## src/rtl/pkd_fetch_pkg.sv

```systemverilog
package pkd_fetch_pkg;

    localparam int unsigned OPC_W = 8;

    // Branch opcodes: bit 1 marks the conditional form, bit 0 picks the half.
    localparam logic [OPC_W-1:0] OP_JMP_LO = 8'h08;
    localparam logic [OPC_W-1:0] OP_JMP_HI = 8'h09;
    localparam logic [OPC_W-1:0] OP_JGE_LO = 8'h0A;
    localparam logic [OPC_W-1:0] OP_JGE_HI = 8'h0B;

    typedef enum logic [1:0] {
        ST_REQ     = 2'd0,
        ST_CAPTURE = 2'd1,
        ST_PRESENT = 2'd2
    } fetch_st_e;

endpackage

```

## src/rtl/pkd_branch_eval.sv

```systemverilog
module pkd_branch_eval
    import pkd_fetch_pkg::*;
#(
    parameter int unsigned AW = 12,
    parameter int unsigned IW = 20
) (
    input  logic [IW-1:0] instr,
    input  logic          acc_sign,
    output logic          is_branch,
    output logic          taken,
    output logic          tgt_half,
    output logic [AW-1:0] tgt_addr
);
    logic [OPC_W-1:0] opcode;
    logic             is_cond;

    always_comb begin
        opcode    = instr[IW-1 -: OPC_W];
        is_branch = (opcode == OP_JMP_LO) || (opcode == OP_JMP_HI) ||
                    (opcode == OP_JGE_LO) || (opcode == OP_JGE_HI);
        is_cond   = opcode[1];
        tgt_half  = opcode[0];
        tgt_addr  = instr[AW-1:0];
        taken     = is_branch && (!is_cond || !acc_sign);
    end
endmodule

```

## src/rtl/pkd_seq_step.sv

```systemverilog
module pkd_seq_step #(
    parameter int unsigned AW = 12
) (
    input  logic [AW-1:0] pc,
    input  logic          half,
    input  logic          taken,
    input  logic          tgt_half,
    input  logic [AW-1:0] tgt_addr,
    output logic [AW-1:0] nxt_pc,
    output logic          nxt_half,
    output logic          need_fetch
);
    always_comb begin
        if (taken) begin
            nxt_pc     = tgt_addr;
            nxt_half   = tgt_half;
            need_fetch = 1'b1;
        end else if (half) begin
            nxt_pc     = pc + AW'(1);
            nxt_half   = 1'b0;
            need_fetch = 1'b1;
        end else begin
            nxt_pc     = pc;
            nxt_half   = 1'b1;
            need_fetch = 1'b0;
        end
    end
endmodule

```

## src/rtl/pkd_half_mux.sv

```systemverilog
module pkd_half_mux #(
    parameter int unsigned IW     = 20,
    parameter int unsigned SLOTS  = 2,
    localparam int unsigned SEL_W = (SLOTS > 1) ? $clog2(SLOTS) : 1
) (
    input  logic [SLOTS*IW-1:0] word,
    input  logic [SEL_W-1:0]    sel,
    output logic [IW-1:0]       instr
);
    logic [IW-1:0] slot [SLOTS];

    for (genvar g = 0; g < SLOTS; g++) begin : g_slot
        assign slot[g] = word[g*IW +: IW];
    end

    always_comb begin
        instr = '0;
        for (int i = 0; i < SLOTS; i++) begin
            if (SEL_W'(i) == sel) instr = slot[i];
        end
    end
endmodule

```

## src/rtl/pkd_fetch_seq.sv

```systemverilog
module pkd_fetch_seq
    import pkd_fetch_pkg::*;
#(
    parameter int unsigned AW = 12,
    parameter int unsigned IW = 20,
    localparam int unsigned WW = 2 * IW
) (
    input  logic          clk,
    input  logic          rst_n,
    output logic          mem_rd_en,
    output logic [AW-1:0] mem_rd_addr,
    input  logic [WW-1:0] mem_rd_data,
    output logic          dec_valid,
    output logic [IW-1:0] dec_instr,
    output logic [AW-1:0] dec_pc,
    output logic          dec_half,
    input  logic          exe_done,
    input  logic          acc_sign
);
    typedef struct packed {
        fetch_st_e     state;
        logic [AW-1:0] pc;
        logic          half;
        logic [WW-1:0] word;
    } seq_t;

    seq_t seq_d, seq_q;

    logic          br_is, br_taken, br_half;
    logic [AW-1:0] br_addr;
    logic [AW-1:0] step_pc;
    logic          step_half, step_fetch;
    logic [IW-1:0] cur_instr;

    pkd_half_mux #(.IW(IW), .SLOTS(2)) u_mux (
        .word  (seq_q.word),
        .sel   (seq_q.half),
        .instr (cur_instr)
    );

    pkd_branch_eval #(.AW(AW), .IW(IW)) u_br (
        .instr     (cur_instr),
        .acc_sign  (acc_sign),
        .is_branch (br_is),
        .taken     (br_taken),
        .tgt_half  (br_half),
        .tgt_addr  (br_addr)
    );

    pkd_seq_step #(.AW(AW)) u_step (
        .pc         (seq_q.pc),
        .half       (seq_q.half),
        .taken      (br_taken),
        .tgt_half   (br_half),
        .tgt_addr   (br_addr),
        .nxt_pc     (step_pc),
        .nxt_half   (step_half),
        .need_fetch (step_fetch)
    );

    always_comb begin
        seq_d = seq_q;
        unique case (seq_q.state)
            ST_REQ: begin
                seq_d.state = ST_CAPTURE;
            end
            ST_CAPTURE: begin
                seq_d.word  = mem_rd_data;
                seq_d.state = ST_PRESENT;
            end
            ST_PRESENT: begin
                if (exe_done) begin
                    seq_d.pc    = step_pc;
                    seq_d.half  = step_half;
                    seq_d.state = step_fetch ? ST_REQ : ST_PRESENT;
                end
            end
            default: begin
                seq_d.state = ST_REQ;
            end
        endcase
    end

    always_ff @(posedge clk) begin
        if (!rst_n) begin
            seq_q <= '{state: ST_REQ, pc: '0, half: 1'b0, word: '0};
        end else begin
            seq_q <= seq_d;
        end
    end

    assign mem_rd_en   = (seq_q.state == ST_REQ);
    assign mem_rd_addr = seq_q.pc;
    assign dec_valid   = (seq_q.state == ST_PRESENT);
    assign dec_instr   = cur_instr;
    assign dec_pc      = seq_q.pc;
    assign dec_half    = seq_q.half;

    logic unused_br_is;
    assign unused_br_is = br_is;
endmodule

```

## config.mk

```make
export PLATFORM = sky130hd
export DESIGN_NAME = pkd_fetch_seq
export DESIGN_NICKNAME = d
export VERILOG_FILES = /design/src/rtl/pkd_fetch_pkg.sv /design/src/rtl/pkd_branch_eval.sv /design/src/rtl/pkd_seq_step.sv /design/src/rtl/pkd_half_mux.sv /design/src/rtl/pkd_fetch_seq.sv
export SDC_FILE = /design/constraint.sdc
export NUM_CORES = 1
export LEC_CHECK = 0
export BUFFER_PORTS_ARGS = -buffer_cell sky130_fd_sc_hd__buf_2
export CAP_MARGIN = 20
export CORE_UTILIZATION = 56
export CTS_CLUSTER_DIAMETER = 80
export CTS_CLUSTER_SIZE = 10
export DETAILED_ROUTE_END_ITERATION = 10
export PLACE_DENSITY = 0.83
export SETUP_SLACK_MARGIN = 0.1
export SLEW_MARGIN = 15
export SYNTH_ARGS = -nofsm -noshare
export SYNTH_HDL_FRONTEND = slang
export SYNTH_HIERARCHICAL = 1
export SYNTH_SLANG_ARGS = --single-unit
```

## constraint.sdc

```tcl
create_clock -name clk -period 6.8 [get_ports clk]
set_input_delay 0.68 -clock clk [delete_from_list [all_inputs] [get_ports clk]]
set_output_delay 0.68 -clock clk [all_outputs]
set_load 0.05 [all_outputs]
```

Yosys cells after proc, flatten, opt, wreduce, memory -nomap -nowiden
Cells that the tools add are included.
{"block": "op_classes", "n_reduce_logical": 11, "addsub": 1, "mux": 10, "eq_ne": 7}
{"operator": "equality test 8 x 4 -> 1 bit, second input constant", "count": 4}
{"operator": "2-to-1 mux 12 bit", "count": 2}
{"operator": "2-to-1 mux 20 bit", "count": 1}
{"operator": "2-to-1 mux 15 bit", "count": 1}
{"operator": "adder 12 x 1 -> 12 bit, second input constant", "count": 1}
{"operator": "one-hot mux 2 bit (3 select lines)", "count": 1}
{"operator": "logical OR 1 bit", "count": 4}
{"operator": "2-to-1 mux 1 bit", "count": 4}
{"operator": "AND reduction 3 bit", "count": 1}
{"operator": "equality test 2 x 1 -> 1 bit, second input constant", "count": 1}
{"operator": "equality test 2 bit, second input constant", "count": 1}
{"operator": "zero test 1 bit", "count": 2}
{"operator": "zero test 2 bit", "count": 1}
{"operator": "2-to-1 mux 2 bit", "count": 1}
{"operator": "!= test 2 x 1 -> 1 bit, second input constant", "count": 1}
{"operator": "AND reduction 2 bit", "count": 1}
{"operator": "nonzero test 2 bit", "count": 1}
{"operator": "logical AND 1 bit", "count": 1}
{"block": "word_totals", "ff_bits": 55, "elab_cells": 33, "input_bits": 44, "out_inout_bits": 47}

Depth between registers and ports, before layout
Gate-level depths: netlist of run 1.
{"block": "depth", "word_depth": 10, "mapped_depth": 10, "ltp_nobuf": 8}

By module
The synthesis of run 1 kept the hierarchy.
{"mod": "pkd_fetch_seq", "instances": 1, "area_per_inst_um2": 2239.6, "cells_each": 266, "seq_area_each_um2": 1101.1}
{"mod": "pkd_seq_step", "instances": 1, "area_per_inst_um2": 436.7, "cells_each": 71, "seq_area_each_um2": 0.0}
{"mod": "pkd_half_mux", "instances": 1, "area_per_inst_um2": 322.8, "cells_each": 22, "seq_area_each_um2": 0.0}
{"mod": "pkd_branch_eval", "instances": 1, "area_per_inst_um2": 131.4, "cells_each": 17, "seq_area_each_um2": 0.0}

Worst setup path after synthesis of run 1
Ideal clock, no wire load.
{"block": "synth_timing", "path_type": "reg2reg", "start": "register seq_q (netlist bit dec_half)", "end": "register seq_q (netlist bit dec_pc[4])", "required_ns": 6.684, "synth_period_minus_slack_ns": 3.062, "path_stages_with_launch": 10, "path_buffers": 3, "setup_slack_ns": 3.738, "setup_time_ns": 0.116, "t_arrival_ns": 2.946, "cell_sequence": "dfxtp_1 -> buf_6 -> mux2_4 -> or4_4 -> a211oi_2 -> clkbuf_1 -> clkbuf_1 -> o21ai_0 -> nand3_1 -> o21ai_1"}
{"block": "synth_between", "word_cells_on_any_way": 14, "cone_classes": "eq/ne: 4; mux: 2; reduce/logical: 8"}
{"element": "from (decl)", "line": "pkd_fetch_seq.sv:27", "text": "seq_t seq_d, seq_q;"}
{"element": "from (signal assigned)", "line": "pkd_fetch_seq.sv:86", "text": "seq_q <= '{state: ST_REQ, pc: '0, half: 1'b0, word: '0};"}
{"element": "from (signal assigned)", "line": "pkd_fetch_seq.sv:88", "text": "seq_q <= seq_d;"}
{"element": "2-to-1 mux 20 bit (*)", "line": "pkd_half_mux.sv:19", "text": "if (SEL_W'(i) == sel) instr = slot[i];"}
{"element": "net dec_instr[17]", "line": "pkd_fetch_seq.sv:14", "text": "output logic [IW-1:0] dec_instr,"}
{"element": "equality test 8 x 4 -> 1 bit", "line": "pkd_branch_eval.sv:19", "text": "is_branch = (opcode == OP_JMP_LO) || (opcode == OP_JMP_HI) ||"}
{"element": "logical OR 1 bit (2 in series)", "line": "pkd_branch_eval.sv:19"}
{"element": "logical OR 1 bit (*)", "line": "pkd_branch_eval.sv:20", "text": "(opcode == OP_JGE_LO) || (opcode == OP_JGE_HI);"}
{"element": "logical AND 1 bit (*)", "line": "pkd_branch_eval.sv:24", "text": "taken = is_branch && (!is_cond || !acc_sign);"}
{"element": "net br_taken", "line": "pkd_fetch_seq.sv:29", "text": "logic br_is, br_taken, br_half;"}
{"element": "2-to-1 mux 12 bit (*)", "line": "pkd_seq_step.sv:14", "text": "if (taken) begin"}
{"element": "net step_pc[4]", "line": "pkd_fetch_seq.sv:31", "text": "logic [AW-1:0] step_pc;"}
The timed path passes the listed nets; every way through them passes the cells marked *.
A chain may end at the register's enable or synchronous reset.

Final worst setup path of run 1
{"block": "layout_timing", "start": "register seq_q (netlist bit dec_half)", "end": "register seq_q (netlist bit dec_pc[11])"}
{"block": "layout_between", "word_cells_on_any_way": 14, "cone_classes": "eq/ne: 4; mux: 2; reduce/logical: 8"}
{"element": "2-to-1 mux 20 bit (*)", "line": "pkd_half_mux.sv:19"}
{"element": "equality test 8 x 4 -> 1 bit", "line": "pkd_branch_eval.sv:19"}
{"element": "logical OR 1 bit (2 in series)", "line": "pkd_branch_eval.sv:19"}
{"element": "logical OR 1 bit", "line": "pkd_branch_eval.sv:20"}
{"element": "logical AND 1 bit (*)", "line": "pkd_branch_eval.sv:24"}
{"element": "net br_taken", "line": "pkd_fetch_seq.sv:29"}
{"element": "2-to-1 mux 12 bit (*)", "line": "pkd_seq_step.sv:14"}
{"element": "net step_pc[11]", "line": "pkd_fetch_seq.sv:31"}
Marks and branches as above.

==> run_summary.xml, run 1 <==
<?xml version="1.0" encoding="UTF-8"?>
<metrics>
  <group name="setup_path">
    <metric name="r2r-start" unit="">dec_half$_SDFFE_PN0P_</metric>
    <metric name="cp_data_arrival_time" unit="ns">3.30</metric>
    <metric name="setup.worst_path.start_class" unit="">register</metric>
    <metric name="longest_individual_stage_delay_on_the_worst_path" unit="ns">0.92</metric>
    <metric name="cp_max_fo" unit="">32</metric>
    <metric name="worst_setup_path_startpoint" unit="">dec_half$_SDFFE_PN0P_</metric>
    <metric name="crit_path_cell_trace" unit="">mux2_4, or4_4, a211oi_2, buf_4, clkinv_1, nand2_1, o311ai_0, nand3_1, o21ai_1</metric>
    <metric name="timing.critical_path.required" unit="ns">6.97</metric>
    <metric name="regToRegEndpoint" unit="">dec_pc[11]$_SDFFE_PN0P_</metric>
    <metric name="crit_path_class" unit="">reg -&gt; reg</metric>
    <metric name="critical_path.endpoint_type" unit="">register</metric>
    <metric name="critical_path.slowest_cell" unit="">dfxtp_2</metric>
    <metric name="r2r.worst_path.cells" unit="">9</metric>
    <metric name="setup.reg_to_reg.worst_slack" unit="ns">3.68</metric>
  </group>
  <group name="grt">
    <metric name="number_of_antenna_violations_at_the_first_check_in_global_routing" unit="">0</metric>
    <metric name="grt_first_pass_wirelength" unit="um">10500</metric>
    <metric name="global_route.overflow_total" unit="">0</metric>
    <metric name="grt_pass1_vias" unit="">2275</metric>
    <metric name="grt_max_degree" unit="">69</metric>
    <metric name="grt_util_all_layers" unit="%">21.8</metric>
  </group>
  <group name="synthesis">
    <metric name="synth.net_count" unit="">420</metric>
    <metric name="synthCells" unit="">375</metric>
    <metric name="synth.cell_area" unit="sq mm">0.00313</metric>
    <metric name="yosys_warnings" unit="">6</metric>
    <metric name="postSynthAreaPerCell" unit="sq um">8.34</metric>
  </group>
  <group name="sta">
    <metric name="rsz0062_at_grt" unit="">false</metric>
    <metric name="fin_crit_sh" unit="%">45.9</metric>
    <metric name="max_freq" unit="MHz">320</metric>
    <metric name="timing.final.hold_violations" unit="">0</metric>
    <metric name="drv_slew" unit="">0</metric>
    <metric name="skew" unit="ns">0.00647</metric>
    <metric name="tightest_slew" unit="ns">1.01</metric>
    <metric name="finalSetupViolCount" unit="">0</metric>
    <metric name="period_needed" unit="ns">3.12</metric>
    <metric name="timing.max_slew.rel_slack" unit="%">32.5</metric>
    <metric name="finalHoldWorstSlack" unit="ns">0.458</metric>
    <metric name="timing.setup.tns" unit="ns">0</metric>
  </group>
  <group name="finish">
    <metric name="num_antenna_cells" unit="">0</metric>
    <metric name="fin_area" unit="sq mm">0.00333</metric>
    <metric name="utilization" unit="%">63.5</metric>
    <metric name="area_growth_syn_to_layout" unit="%">6.44</metric>
    <metric name="post_route_cells_drive_above_1_share" unit="%">31.2</metric>
    <metric name="ff_latch_area" unit="sq mm">0.00110</metric>
    <metric name="area_used_by_multi_input_combinational_logic" unit="sq mm">0.00157</metric>
    <metric name="n_fill_cell" unit="">483</metric>
    <metric name="finish.net_count" unit="">458</metric>
  </group>
  <group name="routing">
    <metric name="detailedRoute.firstPassIterationCount" unit="">4</metric>
    <metric name="post_drt_via_cell_ratio" unit="">5.22</metric>
    <metric name="routedWlPerCell" unit="um">12.8</metric>
    <metric name="detail-route-antenna-nets" unit="">0</metric>
    <metric name="vias" unit="">2528</metric>
    <metric name="drc_errors" unit="">0</metric>
    <metric name="detailed_route_wl" unit="um">6200</metric>
    <metric name="dr.first_iter.drc_count" unit="">183</metric>
  </group>
  <group name="placed_design">
    <metric name="gp_congestion" unit="">0.788</metric>
    <metric name="numPortBuffers" unit="">90</metric>
    <metric name="dp_hpwl" unit="um">4350</metric>
    <metric name="placed_cell_area" unit="sq mm">0.00324</metric>
  </group>
  <group name="clocking">
    <metric name="cts_sinks" unit="">55</metric>
    <metric name="cts.path.max_buffers" unit="">2</metric>
    <metric name="ctsRootBufferMaster" unit="">clkbuf_8</metric>
    <metric name="cts_tree" unit="">built</metric>
    <metric name="cts_hold_repair.buffers" unit="">0</metric>
    <metric name="skew_pair_late_insertion_delay" unit="ns">0.31</metric>
    <metric name="numCtsBuffers" unit="">5</metric>
    <metric name="post_cts.resized_instances" unit="">0</metric>
    <metric name="h_tree_levels" unit="">2</metric>
    <metric name="clk_pin_slew" unit="ns">0.10</metric>
    <metric name="cts_setup_buffers" unit="">0</metric>
  </group>
  <group name="pwr">
    <metric name="p_leak" unit="nW">1.43</metric>
    <metric name="p_int" unit="uW">476</metric>
    <metric name="swShare" unit="%">33.0</metric>
    <metric name="combinationalPowerShare" unit="%">23.9</metric>
    <metric name="total_power" unit="uW">711</metric>
    <metric name="ir_drop" unit="mV">0.123</metric>
    <metric name="power_density" unit="mW/mm^2">214</metric>
    <metric name="clock_power_share" unit="%">25.4</metric>
    <metric name="share_seq_of_total_power" unit="%">50.6</metric>
    <metric name="switchingPower" unit="uW">234</metric>
  </group>
  <group name="die">
    <metric name="initial_utilization" unit="%">59.7</metric>
    <metric name="core" unit="sq mm">0.00524</metric>
    <metric name="die_width" unit="um">76.7</metric>
    <metric name="floorplan.die_area" unit="sq mm">0.00589</metric>
    <metric name="top_level_ports" unit="">91</metric>
    <metric name="placement_rows" unit="">26</metric>
    <metric name="die_height" unit="um">76.7</metric>
  </group>
  <group name="hold_path">
    <metric name="timing.hold.worst_endpoint" unit="">seq_q[11]$_SDFFE_PN0N_</metric>
    <metric name="holdCritStartpoint" unit="">seq_q[11]$_SDFFE_PN0N_</metric>
    <metric name="hold_path_class" unit="">reg -&gt; reg</metric>
    <metric name="hold-path-cell-count" unit="">2</metric>
  </group>
  <group name="run_status">
    <metric name="outcome" unit="">finished, final reports clean</metric>
  </group>
  <group name="flow_run">
    <metric name="timing.max_cap.violations" unit="">0</metric>
  </group>
</metrics>
final cells by class:
class / count / share of cell area (%)
Multi-Input combinational cell: 257 / 47.3
Sequential cell: 55 / 33.1
Timing Repair Buffer: 93 / 14.2
Tap cell: 70 / 2.63
Clock buffer: 5 / 2.07
Clock inverter: 3 / 0.564
Inverter: 1 / 0.113
state kept, by name (all words and copies together) (netlist names):
signal	count
seq_q	42
dec_half	1
dec_pc	12
cell usage in the layout (no fill, tap or decap), types with 3 or more instances in the layout:
| cell type | n |
|---|---|
| a21boi_0 | 14 |
| a21boi_1 | 26 |
| a31oi_1 | 4 |
| buf_2 | 90 |
| buf_4 | 3 |
| clkbuf_8 | 5 |
| dfxtp_1 | 54 |
| mux2_4 | 20 |
| nand2_1 | 105 |
| nand2b_1 | 3 |
| nand3_1 | 18 |
| nand4_1 | 5 |
| nor2_1 | 6 |
| nor2b_1 | 3 |
| o21ai_0 | 7 |
| o21ai_1 | 13 |
| o31ai_1 | 3 |
| or4_1 | 4 |
through the flow:
step	std cells	setup WS, ns
after global routing	484	3.45
after global placement	476	3.77
after CTS	484	3.69
final	484	3.68
after detailed placement	476	3.71
after floorplan	375	3.75
critical path: cells and delay by family, from the launching register on:
kind	cells	cell delay (ns)
DFF	1	0.92
and+or+nand+nor	3	0.75
AOI/OAI and AO/OA	3	0.42
buffers and inverters	2	0.54
muxes	1	0.36
worst max-delay path by stage:
stage / endpoint / slack (ns) / cells after the start
floorplan: dec_pc[4]$_SDFFE_PN0P_ / 3.75 / 9
global placement: dec_pc[11]$_SDFFE_PN0P_ / 3.77 / 9
detailed placement: dec_pc[11]$_SDFFE_PN0P_ / 3.71 / 9
CTS: dec_pc[11]$_SDFFE_PN0P_ / 3.69 / 9
global route: dec_pc[11]$_SDFFE_PN0P_ / 3.45 / 9
finish: dec_pc[11]$_SDFFE_PN0P_ / 3.68 / 9
power groups by stage:
stage          Combinational [mW]  Sequential [mW]  Clock (mW)
2_1_floorplan               0.153            0.361           0
3_3_place_gp                0.168            0.366           0
3_5_place_dp                0.170            0.367           0
4_1_cts                     0.171            0.360       0.185
5_1_grt                     0.185            0.363       0.200
6_report                    0.170            0.360       0.181
per-layer routing:
metal  vias up  global-route usage, %  wire (um)
met5         -                      0          0
met4         0                   5.58         57
met3         6                   3.69        260
met2        66                   36.2       2950
met1      1150                   29.2       2940
li1       1306                      -          -
Power figures use the tool's default switching activity.
==> run 2: changes to the inputs <==
ABC_AREA = 1   (was default)
CORE_UTILIZATION = 47   (was 56)
PLACE_DENSITY = 0.75   (was 0.83)
clock period = 2.81 ns   (was 6.8 ns; I/O delays follow)
==> run 2 against run 1 <==
  * Global-route usage shrank 1.4 points
  * Sequential share of layout area grew 0.38 points
  * Final cell count grew 22%
  * Fmax grew 38%
  * Register-to-register slack lost 3.1 ns
  * Hold slack lost 0.25 ns
  * Worst setup slack lost 3.1 ns
  * Wire length grew 8.5%
  * Critical path type unchanged
==> run_summary.xml, run 2 <==
<?xml version="1.0" encoding="UTF-8"?>
<metrics>
  <group name="clocking">
    <metric name="skew_pair_late_insertion_delay" unit="ns">0.30</metric>
    <metric name="clk_pin_slew" unit="ns">0.10</metric>
    <metric name="cts_setup_buffers" unit="">0</metric>
    <metric name="cts_sinks" unit="">55</metric>
    <metric name="cts_hold_repair.buffers" unit="">0</metric>
    <metric name="cts_tree" unit="">built</metric>
    <metric name="ctsRootBufferMaster" unit="">clkbuf_8</metric>
    <metric name="cts.path.max_buffers" unit="">2</metric>
    <metric name="numCtsBuffers" unit="">5</metric>
    <metric name="post_cts.resized_instances" unit="">0</metric>
    <metric name="h_tree_levels" unit="">2</metric>
  </group>
  <group name="sta">
    <metric name="tightest_slew" unit="ns">0.828</metric>
    <metric name="timing.final.hold_violations" unit="">0</metric>
    <metric name="timing.max_slew.rel_slack" unit="%">44.8</metric>
    <metric name="finalSetupViolCount" unit="">0</metric>
    <metric name="period_needed" unit="ns">2.26</metric>
    <metric name="drv_slew" unit="">0</metric>
    <metric name="fin_crit_sh" unit="%">80.5</metric>
    <metric name="timing.setup.tns" unit="ns">0</metric>
    <metric name="rsz0062_at_grt" unit="">false</metric>
    <metric name="skew" unit="ns">0.00682</metric>
    <metric name="max_freq" unit="MHz">442</metric>
  </group>
  <group name="placed_design">
    <metric name="dp_hpwl" unit="um">4700</metric>
    <metric name="dp_cells" unit="">584</metric>
    <metric name="gp_congestion" unit="">0.795</metric>
    <metric name="numPortBuffers" unit="">90</metric>
  </group>
  <group name="finish">
    <metric name="n_fill_cell" unit="">645</metric>
    <metric name="area_used_by_multi_input_combinational_logic" unit="sq mm">0.00141</metric>
    <metric name="area_growth_syn_to_layout" unit="%">7.58</metric>
    <metric name="flip_flop_count_of_the_largest_register_after_layout" unit="">42</metric>
    <metric name="post_route_cells_drive_above_1_share" unit="%">23.1</metric>
    <metric name="num_antenna_cells" unit="">0</metric>
    <metric name="most-common-layout-cells" unit="">127 x nand2_1, 115 x nor2_1, 90 x buf_2, 55 x dfxtp_1, 35 x o21ai_0</metric>
    <metric name="ff_latch_area" unit="sq mm">0.00110</metric>
    <metric name="mostFrequentLayoutCell" unit="">nand2_1</metric>
    <metric name="finish.net_count" unit="">559</metric>
    <metric name="finalNonFillerCells" unit="">592</metric>
    <metric name="top_register" unit="">seq_q</metric>
  </group>
  <group name="setup_path">
    <metric name="setup.worst_path.start_class" unit="">register</metric>
    <metric name="critical_path.endpoint_type" unit="">register</metric>
    <metric name="crit_path_class" unit="">reg -&gt; reg</metric>
    <metric name="cp_max_fo" unit="">30</metric>
    <metric name="r2r.worst_path.cells" unit="">12</metric>
    <metric name="cp_data_arrival_time" unit="ns">2.46</metric>
    <metric name="timing.critical_path.required" unit="ns">3.01</metric>
  </group>
  <group name="routing">
    <metric name="detailed_route_wl" unit="um">6730</metric>
    <metric name="vias" unit="">2828</metric>
    <metric name="post_drt_via_cell_ratio" unit="">4.78</metric>
    <metric name="routedWlPerCell" unit="um">11.4</metric>
    <metric name="detail-route-antenna-nets" unit="">0</metric>
    <metric name="detailedRoute.firstPassIterationCount" unit="">6</metric>
    <metric name="dr.first_iter.drc_count" unit="">206</metric>
    <metric name="drc_errors" unit="">0</metric>
  </group>
  <group name="pwr">
    <metric name="p_leak" unit="nW">1.79</metric>
    <metric name="total_power" unit="mW">2.04</metric>
    <metric name="power_density" unit="mW/mm^2">620</metric>
    <metric name="combinationalPowerShare" unit="%">31.8</metric>
    <metric name="clock_power_share" unit="%">23.0</metric>
    <metric name="share_seq_of_total_power" unit="%">45.2</metric>
    <metric name="swShare" unit="%">39.4</metric>
    <metric name="switchingPower" unit="uW">803</metric>
    <metric name="p_int" unit="mW">1.23</metric>
    <metric name="ir_drop" unit="mV">0.363</metric>
  </group>
  <group name="synthesis">
    <metric name="synthCells" unit="">475</metric>
    <metric name="yosys_warnings" unit="">6</metric>
    <metric name="synth.cell_area" unit="sq mm">0.00306</metric>
    <metric name="postSynthAreaPerCell" unit="sq um">6.43</metric>
    <metric name="synth.net_count" unit="">520</metric>
  </group>
  <group name="grt">
    <metric name="grt_util_all_layers" unit="%">20.3</metric>
    <metric name="global_route.overflow_total" unit="">0</metric>
    <metric name="grt_pass1_vias" unit="">2394</metric>
    <metric name="number_of_antenna_violations_at_the_first_check_in_global_routing" unit="">0</metric>
    <metric name="grt_first_pass_wirelength" unit="um">10800</metric>
    <metric name="grt_max_degree" unit="">55</metric>
  </group>
  <group name="die">
    <metric name="die_width" unit="um">82.6</metric>
    <metric name="initial_utilization" unit="%">48.4</metric>
    <metric name="placement_rows" unit="">29</metric>
    <metric name="core" unit="sq mm">0.00631</metric>
    <metric name="die_height" unit="um">82.6</metric>
    <metric name="top_level_ports" unit="">91</metric>
    <metric name="floorplan.die_area" unit="sq mm">0.00683</metric>
  </group>
  <group name="run_status">
    <metric name="outcome" unit="">finished, final reports clean</metric>
  </group>
  <group name="hold_path">
    <metric name="hold_path_class" unit="">in -&gt; reg</metric>
    <metric name="hold-path-cell-count" unit="">3</metric>
  </group>
  <group name="flow_run">
    <metric name="timing.max_cap.violations" unit="">0</metric>
  </group>
</metrics>
==> run 2: layout make-up <==
type | count | share of cell area (%)
inverters | 31 | 3.54
clock inverters | 2 | 0.495
multi-input cells | 329 | 42.9
repair buffers | 92 | 14.2
well taps | 77 | 2.93
flip-flops and latches | 55 | 33.5
clock buffers | 6 | 2.51
==> run 2: metal layers <==
| metal | track usage [%] | share of wire, % |
|---|---|---|
| met1 | 26.5 | 47 |
| met2 | 34.7 | 47 |
| met3 | 3.63 | 5.3 |
| met4 | 5.00 | 0.48 |
| met5 | 0 | 0 |
==> run 2: worst paths after layout <==
check,start,slack [ns],endpoint
setup reg to reg,dec_half$_SDFFE_PN0P_,0.55,dec_pc[4]$_SDFFE_PN0P_
hold / removal,mem_rd_data[1],0.21,seq_q[1]$_SDFFE_PN0N_
setup / recovery,dec_half$_SDFFE_PN0P_,0.55,dec_pc[4]$_SDFFE_PN0P_
hold reg to reg,seq_q[28]$_SDFFE_PN0N_,0.49,seq_q[28]$_SDFFE_PN0N_
==> run 2: metrics by stage <==
stage	hold WS [ns]	util, %	instance area (sq um)	setup slack, ns
floorplan	0.429	-	3060	0.431
CTS	0.201	52.1	3290	0.557
finish	0.211	52.1	3290	0.547
detailed placement	0.472	50.5	3190	0.585
global placement	0.463	50.5	3190	0.714
global route	0.214	52.1	3290	0.286
==> run 2: worst max-delay path, cell delays in order, from the launching register on <==
cell	delay (ns)
dfxtp_1	0.36
buf_4	0.32
nand2_1	0.09
nand2_1	0.09
inv_1	0.05
nor2_2	0.09
nand3_2	0.07
nor2_2	0.47
inv_2	0.25
nor2_1	0.15
a21oi_1	0.06
nor2_1	0.10
nor2_1	0.06
==> run 2: power by group through the flow <==
stage,Sequential [mW],Combinational (mW),Clock [mW]
floorplan,0.931,0.580,0
global placement,0.937,0.636,0
detailed placement,0.940,0.646,0
CTS,0.922,0.648,0.481
global route,0.935,0.712,0.506
finish,0.922,0.648,0.468
